$ cat config.mk
export PLATFORM = sky130hd
export DESIGN_NAME = mv_cost_unit
export DESIGN_NICKNAME = d
export VERILOG_FILES = /design/src/rtl/mvc_pkg.sv /design/src/rtl/mvc_median3.sv /design/src/rtl/mvc_eg_len.sv /design/src/rtl/mv_cost_unit.sv
export SDC_FILE = /design/constraint.sdc
export NUM_CORES = 1
export LEC_CHECK = 0
export BUFFER_PORTS_ARGS = -buffer_cell sky130_fd_sc_hd__buf_2
export CAP_MARGIN = 20
export CORE_MARGIN = 5
export CORE_UTILIZATION = 40
export CTS_BUF_LIST = sky130_fd_sc_hd__clkbuf_16
export DETAILED_ROUTE_END_ITERATION = 8
export PLACE_DENSITY_LB_ADDON = 0.05
export SLEW_MARGIN = 0
export SYNTH_ARGS = -nofsm -noshare
export SYNTH_HDL_FRONTEND = slang
export SYNTH_SLANG_ARGS = --single-unit
export TNS_END_PERCENT = 20
$ cat constraint.sdc
create_clock -name clk -period 2.2 [get_ports clk]
set_input_delay 0.22 -clock clk [delete_from_list [all_inputs] [get_ports clk]]
set_output_delay 0.22 -clock clk [all_outputs]
set_load 0.02 [all_outputs]
$ cat src/rtl/mvc_pkg.sv
package mvc_pkg;
  function automatic int maxi(input int a, input int b);
    return (a > b) ? a : b;
  endfunction

  // bits needed to hold the longest codeword of a DW-bit signed difference
  function automatic int len_width(input int dw);
    return $clog2(2 * dw + 2);
  endfunction
endpackage

$ cat src/rtl/mvc_median3.sv
module mvc_median3 #(
  parameter int W = 10
) (
  input  logic signed [W-1:0] a,
  input  logic signed [W-1:0] b,
  input  logic signed [W-1:0] c,
  output logic signed [W-1:0] m
);
  logic signed [W-1:0] lo_ab, hi_ab, lo_hc;

  always_comb begin
    lo_ab = (a < b) ? a : b;
    hi_ab = (a < b) ? b : a;
    lo_hc = (hi_ab < c) ? hi_ab : c;
    m     = (lo_ab > lo_hc) ? lo_ab : lo_hc;
  end
endmodule

$ cat src/rtl/mvc_eg_len.sv
module mvc_eg_len #(
  parameter int DW = 11,
  parameter int LW = 5
) (
  input  logic signed [DW-1:0] diff,
  output logic [LW-1:0]        len
);
  localparam int KW = DW + 1;

  logic [KW-1:0] mag, k, kp1;
  logic          neg, pos;
  int            msb;

  always_comb begin
    neg = diff[DW-1];
    pos = !neg && (diff != '0);
    mag = neg ? {1'b0, (~diff + 1'b1)} : {1'b0, diff};
    k   = {mag[KW-2:0], 1'b0} - {{(KW-1){1'b0}}, pos};
    kp1 = k + 1'b1;
    msb = 0;
    for (int i = 0; i < KW; i++) begin
      if (kp1[i]) msb = i;
    end
    len = LW'(2 * msb + 1);
  end
endmodule

$ cat src/rtl/mv_cost_unit.sv
module mv_cost_unit
  import mvc_pkg::*;
#(
  parameter int MV_W   = 10,
  parameter int SAD_W  = 14,
  parameter int LAM_W  = 8,
  parameter int COST_W = 16
) (
  input  logic                     clk,
  input  logic                     rst_n,
  input  logic                     in_valid,
  output logic                     in_ready,
  input  logic signed [MV_W-1:0]   nbr_a_x,
  input  logic signed [MV_W-1:0]   nbr_a_y,
  input  logic signed [MV_W-1:0]   nbr_b_x,
  input  logic signed [MV_W-1:0]   nbr_b_y,
  input  logic signed [MV_W-1:0]   nbr_c_x,
  input  logic signed [MV_W-1:0]   nbr_c_y,
  input  logic signed [MV_W-1:0]   cand_x,
  input  logic signed [MV_W-1:0]   cand_y,
  input  logic [SAD_W-1:0]         sad,
  input  logic [LAM_W-1:0]         lambda,
  output logic                     out_valid,
  input  logic                     out_ready,
  output logic [COST_W-1:0]        out_cost
);
  localparam int DW = MV_W + 1;
  localparam int LW = len_width(DW);
  localparam int RW = LW + 1;
  localparam int PW = LAM_W + RW;
  localparam int SW = maxi(maxi(SAD_W, PW) + 1, COST_W + 1);

  logic signed [MV_W-1:0] med_x, med_y;
  logic signed [DW-1:0]   dx, dy;
  logic [LW-1:0]          len_x, len_y;
  logic [RW-1:0]          rate;
  logic [PW-1:0]          prod;
  logic [SW-1:0]          total;
  logic [COST_W-1:0]      cost_c;
  logic                   take;

  mvc_median3 #(.W(MV_W)) u_med_x (.a(nbr_a_x), .b(nbr_b_x), .c(nbr_c_x), .m(med_x));
  mvc_median3 #(.W(MV_W)) u_med_y (.a(nbr_a_y), .b(nbr_b_y), .c(nbr_c_y), .m(med_y));

  always_comb begin
    dx = {cand_x[MV_W-1], cand_x} - {med_x[MV_W-1], med_x};
    dy = {cand_y[MV_W-1], cand_y} - {med_y[MV_W-1], med_y};
  end

  mvc_eg_len #(.DW(DW), .LW(LW)) u_len_x (.diff(dx), .len(len_x));
  mvc_eg_len #(.DW(DW), .LW(LW)) u_len_y (.diff(dy), .len(len_y));

  always_comb begin
    rate   = {1'b0, len_x} + {1'b0, len_y};
    prod   = PW'(lambda) * PW'(rate);
    total  = SW'(sad) + SW'(prod);
    cost_c = (total > SW'({COST_W{1'b1}})) ? {COST_W{1'b1}} : total[COST_W-1:0];
  end

  assign in_ready = !out_valid || out_ready;
  assign take     = in_valid && in_ready;

  always_ff @(posedge clk or negedge rst_n) begin
    if (!rst_n) begin
      out_valid <= 1'b0;
      out_cost  <= '0;
    end else begin
      if (take) begin
        out_valid <= 1'b1;
        out_cost  <= cost_c;
      end else if (out_ready) begin
        out_valid <= 1'b0;
      end
    end
  end

  // the median agrees with at least two neighbours on each side
  p_med_bound_r1: assert property (@(posedge clk) disable iff (!rst_n)
    in_valid |-> ((2'(med_x >= nbr_a_x) + 2'(med_x >= nbr_b_x) + 2'(med_x >= nbr_c_x)) >= 2'd2) &&
                 ((2'(med_x <= nbr_a_x) + 2'(med_x <= nbr_b_x) + 2'(med_x <= nbr_c_x)) >= 2'd2));

  // every signed Exp-Golomb codeword has odd length
  p_len_odd_r2: assert property (@(posedge clk) disable iff (!rst_n)
    in_valid |-> (len_x[0] && len_y[0]));

  // an accepted input yields a valid output on the next cycle
  p_accept_r5: assert property (@(posedge clk) disable iff (!rst_n)
    (in_valid && in_ready) |=> out_valid);

  // a stalled result is held
  p_hold_r6: assert property (@(posedge clk) disable iff (!rst_n)
    (out_valid && !out_ready) |=> (out_valid && $stable(out_cost)));
endmodule

==> run summary, run 1 <==
The run finished, with violations left. The checks that failed: setup timing. For this run, the number of Yosys warnings is 0.

The area added between synthesis and finish is 55.6%. The overall overflow remaining after global route came out at 0. The final worst setup slack came out at -11.71 ns. On the critical path the largest part of the delay comes from compound AO/OA/AOI/OAI gates.

Of the post-synthesis cell area, the part taken by muxes is 7.24%. The most common cell after layout, fill and taps aside was buf_4. The fill cell total of the finished layout was 1687; the global-route wire length before repair was 35400 um. The worst-case hold slack was 0.184 ns; the final count of pins violating max slew was 0. Setup repair after global routing could not meet its margin everywhere. For the distinct cell type count after synthesis, the log shows 83. The number of buffers and inverters on the critical path is 7. The floorplan step set the die height to 147 um. The path class of the tightest hold or removal check is primary input to register. The total area inside the core boundary comes to 18500 um2. Data arrives at the worst endpoint at 14.02 ns. For this run, asynchronously set or reset flops after synthesis account for 100%. Overall routed net length: 21200 um. For the number of nets in the synthesized netlist, the log shows 1230. For this design the top-level I/O count stands at 124. The run gives 8104 as the via count. The net count reported at finish came out at 1672. The number of antenna violations at the first check in global routing was 0; the post-synthesis xor/xnor area fraction was 7.04%. For the clock buffer count from CTS, the log shows 3.

The number of endpoints failing setup at the final stage came out at 14. Dividing the final minimum period by the clock period gives 632%. The floorplan has 50 rows. The tools report the worst slack at placement as -12.36 ns. TritonCTS built the clock tree. The synthesized design contains 16 register bits. For the worst setup path, the data required time is 2.31 ns. For the gate count of the mapped netlist, the log shows 959. In this run the worst setup path begins at nbr_b_x[7]. Beginning of the worst hold path: in_valid. The post-route netlist has 43.2% of its cells at a drive strength greater than 1. The all-layer global routing usage was 19.0%. Clock latency on the worst-skew pair, taken at its later pin, is 0.24 ns. Once detail routing completed, the nets flagged for antenna violations numbered 0. Among all flip-flop cells after synthesis, the most frequent one is dfrtp_1.

The run gives 10800 um2 as the cell area after placement. Worst-path cell with the longest stage delay: fa_1. The number of H-tree branching levels was 1; the maximum fanout along the worst path was 8.

For the final HPWL from detailed placement, the log shows 18500 um. The number of global-route vias before repair was 7914; the delay of the slowest cell on the worst path was 0.52 ns. The clock-pin transition on the worst setup and hold timing paths is 0.05 ns. The setup path with the least slack is of type primary input to register. After Yosys synthesis, full adders, half adders and majority gates account for 31.0% of the synthesized area. The simple-gate area share of the yosys netlist is 18.0%, and the register-to-register setup slack is 0.76 ns.

The number of hold violations in the final report was 0. The average detailed-routed wire length per instance is 13.0 um, and the area enclosed by the die boundary is 21500 um2. Headroom to the max-slew limit came out at 61.0%. The tools report the endpoint kind of the worst setup timing path as a register. After routing the design area is 11600 um2.

The number of synthesized flops with an enable pin is 0. By area, the combinational part of the netlist is dominated by adder cells. After routing, the total negative slack on setup checks comes to -150.98 ns. Averaged over all synthesized cells, the footprint is 7.78 um2. Across the run, the number of max-cap violations was 0. For this block, the initial DRC count from the detailed router was 315.

Counting stages on the worst path, the most repeated cell is a21o_1. Once the floorplan was initialized, standard cells occupied 40.3% of the core. Static timing analysis puts the maximum clock frequency at 71.9 MHz. The synthesized netlist devotes 23.1% of its cell area to compound gates. The sequential area share after synthesis was 5.37%.

The run gives 0.00260 ns as the final worst clock skew. Total number of clock tree sinks: 16. The number of buffers added on ports is 122, and the first-pass iteration count of the detailed router is 8. The post-route minimum period is 13.91 ns, and the slew at the pin with the worst max-slew slack is 0.584 ns. The kind of start point of the critical path is a primary input.

The tools report the count of antenna diodes in the layout as 0. In the layout the commonest cells are buf_4, inv_1, buf_2. For the total standard cell area after synthesis, the log shows 7460 um2. The worst register-to-register path begins at out_valid$_DFFE_PN0P_. The die is 147 um wide. Weighted congestion at the end of routability-driven global placement: 0.831. In the routed design, unresolved DRC markers number 0. The longest clock path from root to sink contains 2 buffers. Entering global routing, the biggest net connects 21 pins. In the routed layout, each cell is associated on average with a via count of 4.96.

The tree is rooted in a clkbuf_16.
Yosys cell counts, drive strengths merged (16+ instances only):
master	instances	area, um2
dfrtp	16	400
nor2	51	199
fa	32	641
o21ai	64	320
and2	25	156
mux2	24	270
xnor2	34	324
a21o	37	278
mux2i	27	270
a21oi	49	253
nand2	75	284
nor3	16	90.1
xor2	20	201
nand3	16	80.1
nor2b	29	189
ha	133	1660
inv	146	548
metal layers:
metal,track usage (%),wire (um),up-vias,part of all wire [%]
met1,26.2,10100,3730,48
met4,1.69,93,0,0.44
li1,-,-,4241,-
met2,34.0,10400,122,49
met3,1.09,614,11,2.9
met5,0,0,-,0
metrics by stage:
step | utilization [%] | std cells
detailed placement | 58.6 | 1600
finish | 62.7 | 1633
CTS | 60.9 | 1622
global route | 62.7 | 1633
floorplan | - | 959
global placement | 58.6 | 1600
cell families after synthesis:
family	after synthesis
buf+inv	160
fa+ha+maj	166
xor+xnor	54
mux	51
compound gates	247
other cells	1
flops	16
simple gates	264
repair_timing:
| action | CTS | global route |
|---|---|---|
| setup buffers | 18 | 10 |
| endpoints found under the setup margin | 14 | 14 |
| endpoints found under the hold margin | 16 | 0 |
| hold buffers | 1 | 0 |
| cloned | 0 | 1 |
| pin swaps | 54 | 42 |
| resized for setup | 49 | 55 |
registers in the layout, summed over array words and instances, names as in the netlist:
signal / count
out_valid: 1
out_cost: 15
path summary, 6_finish.rpt:
kind | end | cells past startpoint
min in group asynchronous | out_cost[12]$_DFFE_PN0P_ | 2
setup reg to reg | out_cost[8]$_DFFE_PN0P_ | 5
max in group asynchronous | out_cost[1]$_DFFE_PN0P_ | 2
hold / removal | out_valid$_DFFE_PN0P_ | 2
setup / recovery | out_cost[14]$_DFFE_PN0P_ | 74
hold reg to reg | out_cost[4]$_DFFE_PN0P_ | 2
area by class of cell:
type                       instances  area, um2  area share [%]
tap                              234        293            2.52
inverter                         146        558            4.81
sequential                        16        400            3.45
timing repair buffer             451       3160            27.2
clock buffer                       3       75.1           0.646
multi-input combinational        783       7130            61.4
Power of run 1 is not shown: default switching activity piles up to over one toggle a cycle in this logic, so the estimate is an artifact.
==> run 2, diff against run 1 <==
--- a/config.mk
+++ b/config.mk
@@ -7,13 +7,14 @@
 export LEC_CHECK = 0
 export BUFFER_PORTS_ARGS = -buffer_cell sky130_fd_sc_hd__buf_2
 export CAP_MARGIN = 20
-export CORE_MARGIN = 5
-export CORE_UTILIZATION = 40
+export CORE_MARGIN = 2
+export CORE_UTILIZATION = 45
 export CTS_BUF_LIST = sky130_fd_sc_hd__clkbuf_16
 export DETAILED_ROUTE_END_ITERATION = 8
 export PLACE_DENSITY_LB_ADDON = 0.05
 export SLEW_MARGIN = 0
 export SYNTH_ARGS = -nofsm -noshare
 export SYNTH_HDL_FRONTEND = slang
+export SYNTH_HIERARCHICAL = 1
 export SYNTH_SLANG_ARGS = --single-unit
 export TNS_END_PERCENT = 20
==> run summary, run 2 <==
In the final design database the tool counted 1881 nets. After floorplanning, the core was sized to cover 18600 um2. The number of endpoints failing setup at the final stage is 14. The global-route wire length before repair was 42300 um.

Across the run, the number of max-cap violations was 0. Ratio of cells with drive above 1 in the final layout: 47.9%. The final reports fail on setup timing. The worst setup path is of the primary input to register kind. Flip-flop count of the largest register, all copies and words added: 15.

The tightest min-delay check is of the primary input to register type. The total number of clock tree sinks came out at 16. The worst setup path is launched from a primary input. The tools report the total standard cell area after synthesis as 8480 um2. The maximum clock insertion buffer count is 2, and the floorplan die height is 141 um. Relative to the synthesized area, the layout overhead comes to 59.4%. In this run, CTS created clock tree buffers numbering 3. The run gives -10.98 ns as the final worst setup slack. The number of nets in the synthesized netlist is 1393, and the number of synthesized flops with an enable pin is 0. The tools report the number of hold violations in the final report as 0.

The Yosys step of the flow raised 6 warnings. Weighted congestion at the end of routability-driven global placement: 0.930. Before antenna repair, the detailed router went through 5 iterations. The final layout contains routed wiring with a total length of 25900 um.

Counting the fill cells in the layout gives 1496. The share of flip-flops with an asynchronous set or reset after synthesis came out at 100%. The run finished, with violations left. By area the synthesized netlist is led by ha_1, fa_1, inv_1. Cell accounting for the most synthesized area: ha_1. Number of global-route vias before repair: 9491. The row count is 50, and the area enclosed by the die boundary is 20000 um2. After technology mapping, the gate count stands at 1117. Of all nets on the critical path, the largest fanout is 8. The average detailed-routed wire length per instance is 14.1 um. More flip-flops sit in one register than any other, and that register is out_cost.

The tools report the final count of pins violating max slew as 0. Number of antenna violations at the first check in global routing: 0. In the final layout, the registers with the most flip-flops are out_cost x15, out_valid x1. The ratio of routed vias to standard cells is 5.27, and the delay of the slowest cell on the worst path is 0.53 ns.

124 I/O pins were placed. The number of H-tree branching levels is 1. The count of nets left with antenna violations once routing finished came out at 0. After synthesis the netlist holds a flip-flop and latch count of 16. The final critical path takes up 599% of the cycle. The routed layout has 9683 vias. Clock-pin slew was measured on the worst setup and hold paths at 0.05 ns. TritonCTS built the clock tree. The tools report the worst endpoint required time as 2.33 ns. The endpoint kind of the worst setup timing path is a register.

All-layer global routing usage: 24.7%. On the critical path, the stage with the largest delay is an instance of or4_4. The floorplan step set the die width to 141 um. The initial utilization of the core area, before any placement, comes to 45.6%. The tools report the distinct cell type count after synthesis as 79. Starting DRC count in detailed routing: 332.

The smallest clock period supported by the final layout is computed as 13.18 ns. Leaving out fill and tap cells, the most frequent cell in the layout is buf_4. The commonest cells after synthesis are inv_1, ha_1, nand2_1.

Root buffer selected by CTS: clkbuf_16. Setup repair after global routing could not meet its margin everywhere. Global routing finished with a remaining overflow of 0. Sequential cells were found to cover 4.72% of the synthesized design area. Entering global routing, the biggest net connects 24 pins. inv_1 is the most common cell in the netlist. Static timing analysis puts the maximum clock frequency at 75.9 MHz.

Port buffering added 122 buffers. The later pin in the worst-skew pair is clocked with a latency of 0.24 ns. The most used flip-flop cell after synthesis is dfrtp_1.

The share of the synthesized area in the top cell type is 19.3%. The tools report the data arrival time of the critical path as 13.30 ns. The tools report the count of antenna diodes in the layout as 0. In the layout the commonest cells are buf_4, inv_1, buf_2. The run gives -11.63 ns as the worst slack at placement. The final worst clock skew came out at 0.00269 ns. The run gives 0 as the number of remaining DRC errors. The HPWL after detailed placement is 20600 um. The post-synthesis area per instance was 7.59 um2.
run 2: cell count changes in the layout (fill, tap and decap cells not counted), moves of 14 or more:
cell | previous run | this run
and3_1 | 7 | 21
o21ai_0 | 32 | 53
inv_1 | 132 | 146
mux2i_1 | 24 | 9
ha_4 | 14 | 31
a21oi_2 | 14 | 28
a21o_1 | 37 | 8
nand2_1 | 71 | 86
a221o_1 | 3 | 20
ha_1 | 117 | 94
buf_4 | 323 | 385
run 2: through the flow:
step	cells	hold WS (ns)	TNS, ns	area [um2]	utilization, %
floorplan	1117	-0.0756	-141.85	8860	-
global placement	1760	0.152	-151.75	11900	64.2
detailed placement	1760	0.155	-154.07	11900	64.2
CTS	1817	0.178	-142.63	12900	69.3
global route	1838	0.184	-151.14	13500	72.7
finish	1838	0.176	-144.10	13500	72.7
run 2: final timing paths:
check                                             start                  endpoint  slack (ns)  cells past startpoint
worst max-delay path                         nbr_b_x[3]  out_cost[14]$_DFFE_PN0P_      -10.98                     63
worst min-delay path                           in_valid     out_valid$_DFFE_PN0P_        0.18                      2
worst max register to register    out_valid$_DFFE_PN0P_   out_cost[0]$_DFFE_PN0P_        0.80                      4
worst min register to register  out_cost[8]$_DFFE_PN0P_   out_cost[8]$_DFFE_PN0P_        0.47                      2
max in group asynchronous                         rst_n   out_cost[8]$_DFFE_PN0P_        1.52                      2
min in group asynchronous                         rst_n   out_cost[2]$_DFFE_PN0P_        0.42                      2
run 2: critical path: cells and delay by family:
family | cells | cell delay (ns)
multiplexers | 2 | 0.57
AND/OR/NAND/NOR | 12 | 2.56
XOR/XNOR | 1 | 0.16
AO/OA/AOI/OAI | 27 | 5.04
adder cells (fa/ha/maj) | 11 | 3.81
buffers and inverters | 10 | 0.93
run 2: layout make-up:
class	count	area (um2)	area share (%)
repair buffers	526	3750	27.8
clock buffers	3	75.1	0.555
well taps	234	293	2.17
flip-flops and latches	16	400	2.96
inverters	162	633	4.68
clock inverters	1	3.75	0.0278
multi-input cells	896	8360	61.8
run 2: per-layer routing:
layer	GRT usage, %	vias to the layer above	part of all wire, %
met1	32.3	4547	45
met2	46.2	177	51
met5	0	-	0
met3	1.89	16	3.2
li1	-	4943	-
met4	2.11	0	0.90
run 2: what timing repair did:
action,in CTS,in global routing
pin swaps,124,110
hold buffers,1,0
endpoints found under the hold margin,16,0
gates cloned,1,0
gates resized for setup,105,100
setup endpoints to repair,14,14
setup buffers,53,23
run 2: logic make-up (layout without fill, tap and decap cells):
logic type,Yosys count,count (layout),share of synthesized area (%)
AO/OA/AOI/OAI,309,309,25.4
XOR/XNOR,46,46,4.75
adder cells (fa/ha/maj),174,174,29.0
buffers and inverters,205,692,10.3
flip-flops,16,16,4.72
multiplexers,38,38,4.79
other,3,3,0.133
AND/OR/NAND/NOR,326,326,20.9
Power of run 2 is left out for the same reason.
==> run 3, diff against run 2 <==
--- a/config.mk
+++ b/config.mk
@@ -5,13 +5,15 @@
 export SDC_FILE = /design/constraint.sdc
 export NUM_CORES = 1
 export LEC_CHECK = 0
+export ABC_CLOCK_PERIOD_IN_PS = 2200
 export BUFFER_PORTS_ARGS = -buffer_cell sky130_fd_sc_hd__buf_2
 export CAP_MARGIN = 20
-export CORE_MARGIN = 2
+export CORE_MARGIN = 5
 export CORE_UTILIZATION = 45
 export CTS_BUF_LIST = sky130_fd_sc_hd__clkbuf_16
 export DETAILED_ROUTE_END_ITERATION = 8
 export PLACE_DENSITY_LB_ADDON = 0.05
+export REMOVE_ABC_BUFFERS = 1
 export SLEW_MARGIN = 0
 export SYNTH_ARGS = -nofsm -noshare
 export SYNTH_HDL_FRONTEND = slang
==> run summary, run 3 (synthesis results as in run 2) <==
The most common cell after layout, fill and taps aside is buf_4. Kind of start point of the critical path: a primary input. The row count came out at 50. The post-route standard cell area excluding fillers was 13400 um2. The number of hold violations in the final report is 0, and the starting DRC count in detailed routing is 413. Setup repair after global routing could not meet its margin everywhere. The number of clock buffers added by TritonCTS is 3. The floorplan step defined a die boundary enclosing 21700 um2. Derived from the worst setup path, the maximum achievable clock frequency is 76.0 MHz. The total area inside the core boundary comes to 18600 um2. The share of the cycle needed by the critical path after routing was 598%; the worst relative slew slack was 64.5%. For this run the aggregate overflow at the end of global routing stands at 0.

The number of endpoints failing setup at the final stage came out at 14. The top cell types in the final layout, fill and taps aside, are buf_4, inv_1, buf_2. Across all register-to-register paths, the minimum setup slack is 0.87 ns. The maximum clock insertion buffer count was 2.

The final reports fail on setup timing. Summing all multi-input logic gate instances after layout gives 8220 um2. In the final layout, the registers with the most flip-flops are out_cost x15, out_valid x1. The delay of the slowest cell on the worst path was 0.53 ns; the number of buffers added on ports was 122.

Number of nets with antenna violations after routing: 0. Initial standard-cell utilization of the core: 45.5%. STA puts the critical path data required time at 2.37 ns. The most common cell type on the critical path was a21oi_2. Dividing the detail-routed via count by the number of cells gives 5.27. STA classifies the critical path endpoint as a register. The setup TNS is -144.18 ns. TritonCTS built the clock tree. The final layout contains routed wiring with a total length of 26000 um.

In the routed design, unresolved DRC markers number 0. Footprint of the flip-flops and latches: 400 um2. The number of antenna diodes in the final layout is 0. The first detailed-routing pass ran for 5 iterations. Clock latency on the worst-skew pair, taken at its later pin, is 0.25 ns. Post-route minimum period: 13.16 ns.

Data on the critical path arrives at its endpoint at 13.34 ns. In the global route stage, overall resource usage came out at 22.6%. The register with the most flip-flops in the layout has 15 of them. The run gives 1 as the number of H-tree branching levels. The clock-pin transition on the worst setup and hold timing paths is 0.05 ns. After detailed placement, the design holds a cell count of 1783. The run gives -12.14 ns as the worst slack at placement.

out_cost holds more flip-flops than any other register. The final count of pins violating max slew was 0. Measured along the y axis, the die boundary spans 147 um. The run gives 16 as the total number of clock tree sinks.

The tools report the number of antenna violations at the first check in global routing as 0. The logs give 124 for the total I/O pin count and 1883 for the net count reported at finish. The layout has 1559 filler cells.

The die is 147 um wide. In the final layout, the share of cells above drive strength 1 is 45.8%. In this run the cell area measured after placement is 11800 um2. The number of global-route vias before repair came out at 9467. The type of the worst setup path was primary input to register.

The average detailed-routed wire length per instance is 14.1 um, and the global-route wire length before repair is 42700 um. The weighted congestion at the end of routability-driven global placement was 0.883. Worst-path cell with the longest stage delay: fa_1.

The logs give 1840 for the post-route non-filler standard cell count and 0.00234 ns for the final worst clock skew. Final worst setup slack: -10.96 ns. The run finished, with violations left. Max-cap violations in this run came to 0.

The path type of the worst min-delay path is primary input to register. The routed layout has 9695 vias. The root buffer selected by CTS is clkbuf_16.

The HPWL after detailed placement is 20900 um. For the pin with the worst max-slew slack, the measured transition is 0.529 ns. The maximum fanout along the worst path was 7.

The area added between synthesis and finish is 57.9%. Entering global routing, the biggest net connects 21 pins.
-- run 3: cell type report --
class,count,area share (%)
multi-input combinational,896,61.3
timing repair buffer,528,28.3
inverter,162,4.63
sequential,16,2.99
tap,234,2.19
clock buffer,3,0.561
clock inverter,1,0.0280
-- run 3: worst max-delay path: cells and delay by family --
kind	cells	cell delay [ns]
and+or+nand+nor	11	2.17
adders and majority gates	12	3.86
muxes	2	0.56
AOI/OAI and AO/OA	29	5.14
xor gates and xnor gates	1	0.14
buffers and inverters	12	1.21
-- run 3: worst paths after layout --
kind / depth (start not counted) / startpoint / to
min reg2reg: 2 / out_cost[10]$_DFFE_PN0P_ / out_cost[10]$_DFFE_PN0P_
min: 2 / in_valid / out_valid$_DFFE_PN0P_
min in group asynchronous: 2 / rst_n / out_valid$_DFFE_PN0P_
max reg2reg: 4 / out_valid$_DFFE_PN0P_ / out_cost[11]$_DFFE_PN0P_
max in group asynchronous: 2 / rst_n / out_cost[3]$_DFFE_PN0P_
max: 67 / nbr_b_x[3] / out_cost[14]$_DFFE_PN0P_
-- run 3: repair_timing --
action / in CTS / in global routing
hold endpoints to repair: 16 / 0
hold buffers: 1 / 0
setup buffers: 34 / 16
pin swaps: 114 / 89
gates cloned: 2 / 0
endpoints found under the setup margin: 14 / 14
gates resized for setup: 144 / 79
-- run 3: layer usage --
metal | part of all wire, % | vias to the layer above | GRT usage (%)
li1 | - | 4955 | -
met1 | 45 | 4512 | 29.8
met2 | 51 | 186 | 41.6
met3 | 3.3 | 42 | 1.79
met4 | 1.3 | 0 | 2.84
met5 | 0 | - | 0
-- run 3: through the flow --
stage	util, %	hold slack, ns
CTS	69.0	0.180
floorplan	-	-0.0756
detailed placement	63.3	0.156
global route	71.8	0.184
global placement	63.3	0.146
finish	71.8	0.180
Power of run 3 is left out for the same reason.
